### config.mk
export PLATFORM = sky130hd
export DESIGN_NAME = duo_core
export DESIGN_NICKNAME = d
export VERILOG_FILES = /design/src/rtl/duo_pkg.sv /design/src/rtl/duo_regfile.sv /design/src/rtl/duo_decode.sv /design/src/rtl/duo_alu.sv /design/src/rtl/duo_core.sv
export SDC_FILE = /design/constraint.sdc
export NUM_CORES = 2
export LEC_CHECK = 0
export BUFFER_PORTS_ARGS = -buffer_cell sky130_fd_sc_hd__buf_2
export CORE_MARGIN = 2
export CORE_UTILIZATION = 37
export DETAILED_ROUTE_END_ITERATION = 8
export HOLD_SLACK_MARGIN = 0.05
export PLACE_DENSITY_LB_ADDON = 0.12
export SLEW_MARGIN = 20
export SYNTH_ARGS = -nofsm -noshare
export SYNTH_HDL_FRONTEND = slang
export SYNTH_SLANG_ARGS = --single-unit
### constraint.sdc
create_clock -name clk -period 16.3 [get_ports clk]
set_input_delay 2.445 -clock clk [delete_from_list [all_inputs] [get_ports clk]]
set_output_delay 2.445 -clock clk [all_outputs]
set_load 0.05 [all_outputs]
### src/rtl/duo_pkg.sv
package duo_pkg;

    localparam int XW = 32;
    localparam int OPW = 6;

    localparam logic [OPW-1:0] OP_LOAD  = 6'b010000;
    localparam logic [OPW-1:0] OP_STORE = 6'b010001;
    localparam logic [OPW-1:0] OP_LDREL = 6'b010010;
    localparam logic [OPW-1:0] OP_JUMP  = 6'b010100;
    localparam logic [OPW-1:0] OP_BZ    = 6'b010110;
    localparam logic [OPW-1:0] OP_BNZ   = 6'b010111;

    localparam logic [3:0] FN_LAST = 4'd10;

    typedef enum logic [1:0] {
        ST_BUBBLE,
        ST_RUN,
        ST_MEM2
    } phase_e;

    typedef enum logic [3:0] {
        ALU_ADD, ALU_SUB, ALU_AND, ALU_OR, ALU_XOR,
        ALU_CEQ, ALU_CLT, ALU_CLE, ALU_SHL, ALU_SHR, ALU_SRA,
        ALU_PASSA
    } alu_e;

    typedef enum logic [1:0] {
        B_REG,
        B_LIT,
        B_LIT4
    } bsel_e;

    typedef struct packed {
        logic  legal;
        logic  rf_we;
        alu_e  fn;
        logic  a_pc;
        bsel_e bsel;
        logic  rb_is_rc;
        logic  is_mem;
        logic  is_st;
        logic  is_br;
        logic  br_on_nz;
        logic  is_jmp;
    } ctl_t;

    typedef struct packed {
        phase_e          ph;
        logic [XW-1:0]   pc;
        logic [XW-1:0]   ir;
    } core_state_t;

endpackage

### src/rtl/duo_regfile.sv
module duo_regfile #(
    parameter int NREG = 32,
    parameter int W    = 32,
    localparam int AW  = $clog2(NREG)
) (
    input  logic          clk,
    input  logic [AW-1:0] ra_a,
    input  logic [AW-1:0] ra_b,
    output logic [W-1:0]  rd_a,
    output logic [W-1:0]  rd_b,
    input  logic          we,
    input  logic [AW-1:0] wa,
    input  logic [W-1:0]  wd
);
    localparam logic [AW-1:0] ZERO_IDX = AW'(NREG - 1);

    logic [W-1:0] regs_q [NREG];

    // entry ZERO_IDX is never written, and reads of it are forced to zero
    always_ff @(posedge clk) begin
        if (we && wa != ZERO_IDX) begin
            regs_q[wa] <= wd;
        end
    end

    assign rd_a = (ra_a == ZERO_IDX) ? '0 : regs_q[ra_a];
    assign rd_b = (ra_b == ZERO_IDX) ? '0 : regs_q[ra_b];

endmodule

### src/rtl/duo_decode.sv
module duo_decode
    import duo_pkg::*;
(
    input  logic [OPW-1:0] op,
    output ctl_t           ctl
);
    always_comb begin
        ctl    = '0;
        ctl.fn = ALU_ADD;
        case (op[5:4])
            2'b10, 2'b11: begin
                // function code doubles as ALU select; codes past FN_LAST trap
                ctl.legal = (op[3:0] <= FN_LAST);
                ctl.rf_we = ctl.legal;
                ctl.fn    = alu_e'(op[3:0]);
                ctl.bsel  = op[4] ? B_LIT : B_REG;
            end
            2'b01: begin
                case (op)
                    OP_LOAD: begin
                        ctl.legal  = 1'b1;
                        ctl.rf_we  = 1'b1;
                        ctl.is_mem = 1'b1;
                        ctl.bsel   = B_LIT;
                    end
                    OP_STORE: begin
                        ctl.legal    = 1'b1;
                        ctl.is_mem   = 1'b1;
                        ctl.is_st    = 1'b1;
                        ctl.bsel     = B_LIT;
                        ctl.rb_is_rc = 1'b1;
                    end
                    OP_LDREL: begin
                        ctl.legal  = 1'b1;
                        ctl.rf_we  = 1'b1;
                        ctl.is_mem = 1'b1;
                        ctl.a_pc   = 1'b1;
                        ctl.bsel   = B_LIT4;
                    end
                    OP_JUMP: begin
                        ctl.legal  = 1'b1;
                        ctl.rf_we  = 1'b1;
                        ctl.is_jmp = 1'b1;
                        ctl.fn     = ALU_PASSA;
                    end
                    OP_BZ, OP_BNZ: begin
                        ctl.legal    = 1'b1;
                        ctl.rf_we    = 1'b1;
                        ctl.is_br    = 1'b1;
                        ctl.br_on_nz = op[0];
                        ctl.a_pc     = 1'b1;
                        ctl.bsel     = B_LIT4;
                    end
                    default: ;
                endcase
            end
            default: ;
        endcase
    end

endmodule

### src/rtl/duo_alu.sv
module duo_alu
    import duo_pkg::*;
(
    input  logic [XW-1:0] a,
    input  logic [XW-1:0] b,
    input  alu_e          fn,
    output logic [XW-1:0] y
);
    logic [4:0] sh;
    assign sh = b[4:0];

    always_comb begin
        case (fn)
            ALU_ADD: y = a + b;
            ALU_SUB: y = a - b;
            ALU_AND: y = a & b;
            ALU_OR:  y = a | b;
            ALU_XOR: y = a ^ b;
            ALU_CEQ: y = XW'(a == b);
            ALU_CLT: y = XW'($signed(a) < $signed(b));
            ALU_CLE: y = XW'($signed(a) <= $signed(b));
            ALU_SHL: y = a << sh;
            ALU_SHR: y = a >> sh;
            ALU_SRA: y = XW'($signed(a) >>> sh);
            default: y = a;
        endcase
    end

endmodule

### src/rtl/duo_core.sv
module duo_core
    import duo_pkg::*;
#(
    parameter logic [31:0] RESET_PC = 32'h0000_0000,
    parameter logic [31:0] TRAP_VEC = 32'h0000_0004,
    parameter int          NREG     = 32
) (
    input  logic        clk,
    input  logic        rst,
    output logic [31:0] mem_addr,
    input  logic [31:0] mem_rdata,
    output logic [31:0] mem_wdata,
    output logic        mem_we
);
    localparam int            AW     = $clog2(NREG);
    localparam logic [AW-1:0] XP_REG = AW'(NREG - 2);
    localparam logic [XW-1:0] STEP   = XW'(4);

    core_state_t   st_q, st_d;
    ctl_t          ctl;
    logic [XW-1:0] instr, sext, rd_a, rd_b, alu_a, alu_b, alu_y;
    logic [AW-1:0] rb_sel;
    logic          rf_we_c, trap_c, taken_c;
    logic [AW-1:0] rf_wa_c;
    logic [XW-1:0] rf_wd_c;

    // in the second memory cycle the port returns data, so the held word is decoded
    assign instr = (st_q.ph == ST_MEM2) ? st_q.ir : mem_rdata;
    assign sext  = {{(XW-16){instr[15]}}, instr[15:0]};

    duo_decode u_dec (
        .op  (instr[31:26]),
        .ctl (ctl)
    );

    assign rb_sel = ctl.rb_is_rc ? instr[25:21] : instr[15:11];

    duo_regfile #(.NREG(NREG), .W(XW)) u_rf (
        .clk  (clk),
        .ra_a (instr[20:16]),
        .ra_b (rb_sel),
        .rd_a (rd_a),
        .rd_b (rd_b),
        .we   (rf_we_c),
        .wa   (rf_wa_c),
        .wd   (rf_wd_c)
    );

    // st_q.pc already holds PC+4 of the executing instruction
    assign alu_a = ctl.a_pc ? st_q.pc : rd_a;
    always_comb begin
        case (ctl.bsel)
            B_LIT:   alu_b = sext;
            B_LIT4:  alu_b = {sext[XW-3:0], 2'b00};
            default: alu_b = rd_b;
        endcase
    end

    duo_alu u_alu (
        .a  (alu_a),
        .b  (alu_b),
        .fn (ctl.fn),
        .y  (alu_y)
    );

    assign taken_c   = ctl.br_on_nz ? (rd_a != '0) : (rd_a == '0);
    assign mem_wdata = rd_b;

    always_comb begin
        st_d     = st_q;
        rf_we_c  = 1'b0;
        rf_wa_c  = instr[25:21];
        rf_wd_c  = alu_y;
        mem_addr = st_q.pc;
        mem_we   = 1'b0;
        trap_c   = 1'b0;
        case (st_q.ph)
            ST_RUN: begin
                if (!ctl.legal) begin
                    trap_c     = 1'b1;
                    rf_we_c    = 1'b1;
                    rf_wa_c    = XP_REG;
                    rf_wd_c    = st_q.pc;
                    st_d.pc    = TRAP_VEC;
                    st_d.ph    = ST_BUBBLE;
                end else if (ctl.is_mem) begin
                    // port carries the data access; next fetch waits one cycle
                    mem_addr   = alu_y;
                    mem_we     = ctl.is_st;
                    st_d.ir    = instr;
                    st_d.ph    = ST_MEM2;
                end else if (ctl.is_jmp) begin
                    rf_we_c    = ctl.rf_we;
                    rf_wd_c    = st_q.pc;
                    st_d.pc    = {alu_y[XW-1:2], 2'b00};
                    st_d.ph    = ST_BUBBLE;
                end else if (ctl.is_br) begin
                    rf_we_c    = ctl.rf_we;
                    rf_wd_c    = st_q.pc;
                    if (taken_c) begin
                        st_d.pc = alu_y;
                        st_d.ph = ST_BUBBLE;
                    end else begin
                        st_d.pc = st_q.pc + STEP;
                    end
                end else begin
                    rf_we_c    = ctl.rf_we;
                    st_d.pc    = st_q.pc + STEP;
                end
            end
            ST_MEM2: begin
                rf_we_c = ctl.rf_we;
                rf_wd_c = mem_rdata;
                st_d.pc = st_q.pc + STEP;
                st_d.ph = ST_RUN;
            end
            default: begin
                // word on the read port is the annulled slot or pre-reset noise
                st_d.pc = st_q.pc + STEP;
                st_d.ph = ST_RUN;
            end
        endcase
    end

    always_ff @(posedge clk) begin
        if (rst) begin
            st_q.ph <= ST_BUBBLE;
            st_q.pc <= RESET_PC;
            st_q.ir <= '0;
        end else begin
            st_q <= st_d;
        end
    end

endmodule

Word-level counts from Yosys, hierarchy flattened:

Memory sizes are Yosys's and may differ from the RTL's.
Cells that the tools add are included.

* shift operators: 3
* reduce and logical (&&, ||, !) cells: 17
* magnitude comparators: 3
* bitwise operators: 5
* multiplexer cells: 49
* equal/unequal tests: 30
* add/subtract/negate cells: 3

Operators with widths (count)
* two-way mux 32 bit: 14
* case mux 32 bit (11 select lines): 1
* case mux 32 bit (2 select lines): 2
* two-way mux 33 bit: 2
* == test 6 x 5 -> 1 bit (second input constant): 6
* two-way mux 34 bit: 1
* adder 32 x 3 -> 32 bit (second input constant): 1
* adder 32 bit: 1
* bitwise AND 32 bit: 1
* == test 32 bit: 1
* less-or-equal comparator 32 bit: 1
* zero test 32 bit: 1
* < comparator 32 bit: 1
* OR 32 bit: 1
* nonzero test 32 bit: 1
* left shift 32 x 5 -> 32 bit: 1
* >> shifter 32 x 5 -> 32 bit: 1
* >>> shifter 32 x 5 -> 32 bit: 1
* subtractor 32 bit: 1
* bitwise XOR 32 bit: 1
* == test 4 x 3 -> 1 bit (second input constant): 4
* two-way mux 1 bit: 16
* two-way mux 5 bit: 3
* != test 5 bit (second input constant): 3
* 24 further kinds: 44

* register bits after elaboration: 66
* memories kept: 1
* RAM bits: 1024
* output and inout port bits: 65
* word-level logic and storage cells: 115
* input port bits: 34

Memories
* u_rf.regs_q: words 32, width 32, read ports 2, clocked after Yosys merged registers in 0, write ports 1, line duo_regfile.sv:17 `logic [W-1:0] regs_q [NREG];`

Logic depth before layout (Yosys ltp):

* depth in word-level cells: 18
* mapped depth: 40
* mapped depth without buffers: 30

Hierarchy:

Synthesis repeated with hierarchy kept, for this count alone.

* cell total of the unflattened synthesis: 4575
* area, all modules: 61854.3 µm²

By module, submodules not included
* duo_regfile: sequential area each 30749.5 µm², area each 46920.0 µm², cells each 2414, times used 1
* duo_alu: sequential area each 0.0 µm², area each 8959.8 µm², cells each 1305, times used 1
* duo_core: sequential area each 1321.3 µm², area each 5729.2 µm², cells each 818, times used 1
* duo_decode: sequential area each 0.0 µm², area each 245.2 µm², cells each 38, times used 1

Least setup slack after synthesis:

OpenSTA, ideal clock, no wires.

* path kind: input to output
* start point: input port mem_rdata[27]
* end point: output port mem_addr[29]
* buffers on the path: 9
* arrival time: 10.613 ns
* stages: 30
* required time: 13.855 ns
* setup slack: 3.242 ns
* path through: or3b_1 -> a222oi_1 -> buf_4 -> mux2i_1 -> buf_6 -> buf_6 -> buf_2 -> buf_2 -> clkbuf_1 -> clkbuf_1 -> clkbuf_1 -> nand2_1 -> a311oi_1 -> o311ai_0 -> a21oi_1 -> a21oi_1 -> ha_1 -> clkbuf_1 -> nand2_1 -> nor2_1 -> nand2_1 -> or4b_2 -> o21ai_0 -> nand3_1 -> nand4_1 -> nor3b_1 -> o32ai_1 -> nand4_1 -> nand2_1 -> o21ai_0

* cells in the longest elaborated chain, start to end: 13
* elaborated cells between the ends (all ways): 53
* those cells by class: add/sub (2); order compare (1); eq/ne (19); shift (3); mux (19); bitwise (3); reduce/logical (5); memory (1)

RTL lines
* start: declaration: line duo_core.sv:11 `input logic [31:0] mem_rdata,`
* two-way mux 32 bit (*): line duo_core.sv:28 `assign instr = (st_q.ph == ST_MEM2) ? st_q.ir : mem_rdata;`
* == test 6 x 5 -> 1 bit (*): line duo_decode.sv:19 `case (op)`
* two-way mux 1 bit (*): line duo_decode.sv:19
* two-way mux 6 bit (*): line duo_decode.sv:10 `case (op[5:4])`
* two-way mux 5 bit (*): line duo_core.sv:36 `assign rb_sel = ctl.rb_is_rc ? instr[25:21] : instr[15:11];`
* memory (32 x 32 bit) or == test 5 bit (tied branches)
* two-way mux 32 bit (*): line duo_regfile.sv:27 `assign rd_b = (ra_b == ZERO_IDX) ? '0 : regs_q[ra_b];`
* named net mem_wdata[17]: line duo_core.sv:12 `output logic [31:0] mem_wdata,`
* case mux 32 bit (2 select lines) (*): line duo_core.sv:52 `case (ctl.bsel)`
* subtractor 32 bit or adder 32 bit (tied branches): line duo_alu.sv:15, duo_alu.sv:14
* case mux 32 bit (11 select lines) (*): line duo_alu.sv:13 `case (fn)`
* two-way mux 32 bit (*): line duo_core.sv:86 `end else if (ctl.is_mem) begin`
* two-way mux 32 bit (*): line duo_core.sv:79 `if (!ctl.legal) begin`
* two-way mux 32 bit (*): line duo_core.sv:77 `case (st_q.ph)`
* end: declaration: line duo_core.sv:10 `output logic [31:0] mem_addr,`

The timed path passes the listed nets; every way through them passes the cells marked *.

Final worst setup path:

* start point: input port mem_rdata[26]
* end point: output port mem_addr[0]

* cells in the longest elaborated chain, start to end: 13
* elaborated cells between the ends (all ways): 56
* those cells by class: add/sub (2); order compare (3); eq/ne (20); shift (3); mux (19); bitwise (3); reduce/logical (5); memory (1)

RTL lines
* two-way mux 32 bit (*): line duo_core.sv:28
* == test 6 x 5 -> 1 bit: line duo_decode.sv:19
* two-way mux 1 bit: line duo_decode.sv:19
* two-way mux 6 bit: line duo_decode.sv:10
* two-way mux 5 bit: line duo_core.sv:36
* memory (32 x 32 bit) or == test 5 bit (tied branches)
* two-way mux 32 bit: line duo_regfile.sv:27
* case mux 32 bit (2 select lines): line duo_core.sv:52
* subtractor 32 bit, or another cell as far along: line duo_alu.sv:15 `ALU_SUB: y = a - b;`
* case mux 32 bit (11 select lines): line duo_alu.sv:13
* two-way mux 32 bit: line duo_core.sv:86
* two-way mux 32 bit (*): line duo_core.sv:79
* two-way mux 32 bit (*): line duo_core.sv:77

Mark *: on every way between the ends. The rest lies on a longest branch, timed or not.

==> impl_results.md <==
- Worst endpoint required time: approximately 14 ns
- Worst VDD drop: slightly above 0.00009 V
- Clock Pin Slew Worst Setup and Hold Paths: about 0.050 ns
- H-tree depth: 4
- Number of global-route vias before repair: approximately 63000
- Hold crit path type: flop to flop
- DP Wirelength: around 240000 um
- Crit path to: mem_addr[0]
- Worst EP arrival: between 10 and 15 ns
- Post-Place Setup Slack: between 1.5 and 2 ns
- Tcrit/Tclk final: 0.900
- Routed vias: just under 70000
- TritonCTS buffer count: 134
- Finished Cell Area: 77000 um2
- Post-CTS sizing: 0
- Pins Over Slew Limit: 0
- Final worst setup slack: 1.63 ns
- Clock Sinks: between 1000 and 1500
- # IOs: 99
- Max-cap violations: 0
- Register area: approximately 32000 um2
- Gate power share: 0.275
- Crit path top cell by count: a21oi_1
- R2R Path Start: st_q[64]$_SDFFE_PP0P_
- Int Power: 5.53 mW
- Final hold vios: 0
- Critical path class: primary input to output port
- Die height: about 440 um
- YS warnings: 0
- Yosys cell types: 100
- Post-Route WL: between 300000 and 400000 um
- Switching part of the total: 0.360
- CTS Buffer Depth: 3
- GRT Util Overall: 0.384
- Clk Latency, worst-skew pair: ~0.85 ns
- Crit end category: output port
- Clk pwr share: 0.339
- DRC Markers: 0
- Initial antenna violation count: 24
- Share of cells above drive strength 1: 0.114
- FF-to-FF End: u_rf.regs_q[13][0]$_DFFE_PP_
- Synth Flop Type: edfxtp_1
- Port bufs: just under 100
- CP startpoint kind: primary input
- Part of the power in registers: 0.386
- Die area: ~190000 um2
- Setup repair bufs after CTS: 0
- Initial core utilization: 0.372
- WL per Instance: about 38 um
- Maximum single-stage delay on the critical path: between 0.9 and 1 ns
- Cell Area, Placed: between 70000 and 80000 um2
- RD Place Congestion: 1.03
- Slowest-stage cell, CP: a2111oi_0
- Drt pass-1 iters: 8
- Fmax: between 60 and 70 MHz
- # rows: around 160
- R2R Setup Slk: between 5 and 6 ns
- CTS tree: built
- Post-synthesis cell count: about 7500
- Area Growth Syn to Fin: 11.9%
- Crit Path Max Fanout: 25
- Slew @ Worst Pin: 1.31 ns
- Gr ovfl total: 0
- Post-synth EDFFs: 1024
- Critical path startpoint: mem_rdata[26]
- Global-route wire length before repair: 517000 um
- Multi-input combinational cell area: around 34000 um2
- Largest net degree at the start of global routing: roughly 140
- #FFs+latches synth: 1090
- Post-cts hold buffer count: 0
- Skew final: between 0.05 and 0.06 ns
- Hold depth: 2
- Mapped Area: 68800 um2
- Core ar.: between 150000 and 200000 um2
- Run status: finished, final reports clean
- Fill cells: about 18000
- Die Width: between 400 and 500 um
- Synth Area per Inst: 9.23 um2
- Leakage: approximately 27 nW
- Vias per cell: just under 7
- Buf+Inv Stages, Crit Path: 6
- Fin nets: ~7500
- Setup TNS: 0 ns
- FFs w/ async S/R, synth: 0
- Setup Viol. Count Final: 0
- Clk Tree Root Cell: clkbuf_16
- Final ANT Viol Nets: 0
- Levels on crit path: 30
- Crit-path leading delay family: compound AO/OA/AOI/OAI gates
- Sequential fraction of the synthesis area: 0.466
- Initial detailed-routing violation count: roughly 10000
- Cell Pwr Density: 112 nW/um2
- Slew margin rel.: 0.120
- RSZ-0062 raised after global routing: no
- Worst Reg-to-Reg Cells: 25
- Switching Power: 3.11 mW
- Minimum clock period: 14.67 ns
## sequential cells by signal, summed over array words and instances (netlist names)
register	flops
st_q	66
u_rf.regs_q	1024
## worst min path at each step
stage	from	end	slack [ns]
after global routing	st_q[4]$_SDFFE_PP0P_	st_q[4]$_SDFFE_PP0P_	0.52
after floorplan	st_q[0]$_SDFFE_PP0P_	st_q[0]$_SDFFE_PP0P_	0.45
after detailed placement	st_q[2]$_SDFFE_PP0P_	st_q[2]$_SDFFE_PP0P_	0.47
after CTS	st_q[2]$_SDFFE_PP0P_	st_q[2]$_SDFFE_PP0P_	0.48
after global placement	st_q[1]$_SDFFE_PP0P_	st_q[1]$_SDFFE_PP0P_	0.46
final	st_q[2]$_SDFFE_PP0P_	st_q[2]$_SDFFE_PP0P_	0.49
## tightest hold or removal path, stage by stage, from the launching register on
cell     delay [ns]
dfxtp_1        0.30
o21ai_0        0.06
a21oi_1        0.07
## cell usage after synthesis (105+ instances only)
master,number,area (um2)
nor2_1,386,1450
ha_1,105,1310
edfxtp_1,1024,30700
a22oi_1,116,871
nand2_1,1414,5310
a311oi_1,161,1410
nand3_1,447,2240
o21ai_0,400,2000
a31oi_1,116,726
clkbuf_1,472,1770
mux2i_1,126,1260
a21oi_1,608,3040
a211oi_1,284,2130
inv_1,171,642
and3_1,110,688
o211ai_1,153,1150
## cells by family (layout without fill, tap and decap cells)
group                      count (synthesis)  in the layout  share of synthesized area
and+or+nand+nor                         2658           2658                      0.168
AOI/OAI and AO/OA                       2468           2468                      0.241
DFF                                     1090           1090                      0.466
buffers and inverters                    855            786                     0.0506
muxes                                    258            258                     0.0523
adders and majority gates                107            107                     0.0197
xor gates and xnor gates                  20             20                    0.00254
other                                      1             41                  0.0000545
## cells in the final DEF, fill, tap and decap left out, drive strengths merged, types with 56 or more instances in the layout
cell type  netlist  layout
nand2         1414    1414
ha             105     105
o21ai          419     419
a211oi         287     287
a31oi          116     116
mux4            75      75
inv            176     183
edfxtp        1024    1024
o211ai         153     153
nor3            63      63
mux2            56      56
clkinv           3      63
dfxtp           66      66
clkbuf         472     166
mux2i          127     127
buf            204     368
a221oi          59      59
and3           111     111
a311oi         161     161
nand3          447     447
o22ai           80      80
nor2           388     388
a22oi          116     116
a21oi          612     612
## area by class of cell
type                            instances  share of cell area
Antenna cell                            9            0.000292
Multi-Input combinational cell       5543               0.445
Clock inverter                         73             0.00818
Sequential cell                      1090               0.416
Clock buffer                          165              0.0459
Timing Repair Buffer                  369              0.0353
Tap cell                             2480              0.0403
Inverter                              179             0.00880
## per-stage QoR
step | std cells | util | power, mW | hold WS, ns
after floorplan | 7488 | - | 4.66 | 0.450
after global placement | 9660 | 0.393 | 5.69 | 0.461
after detailed placement | 9661 | 0.393 | 5.67 | 0.469
after CTS | 9899 | 0.416 | 8.57 | 0.478
after global routing | 9899 | 0.416 | 8.84 | 0.516
final | 9908 | 0.416 | 8.64 | 0.486
## routing by layer
metal | part of all wire | track usage | routed length (um)
met1 | 0.38 | 0.497 | 142000
met2 | 0.43 | 0.573 | 162000
met3 | 0.12 | 0.100 | 45800
met4 | 0.072 | 0.235 | 27000
met5 | 0.00072 | 0 | 270
## power groups by stage
| stage | clock, mW | sequential, mW | combinational (mW) |
|---|---|---|---|
| final | 2.93 | 3.34 | 2.38 |
| after floorplan | 0 | 3.39 | 1.27 |
| after detailed placement | 0 | 3.39 | 2.28 |
| after global routing | 3.06 | 3.34 | 2.45 |
| after global placement | 0 | 3.39 | 2.30 |
| after CTS | 2.95 | 3.33 | 2.29 |
(Power assumes the default switching activity.)
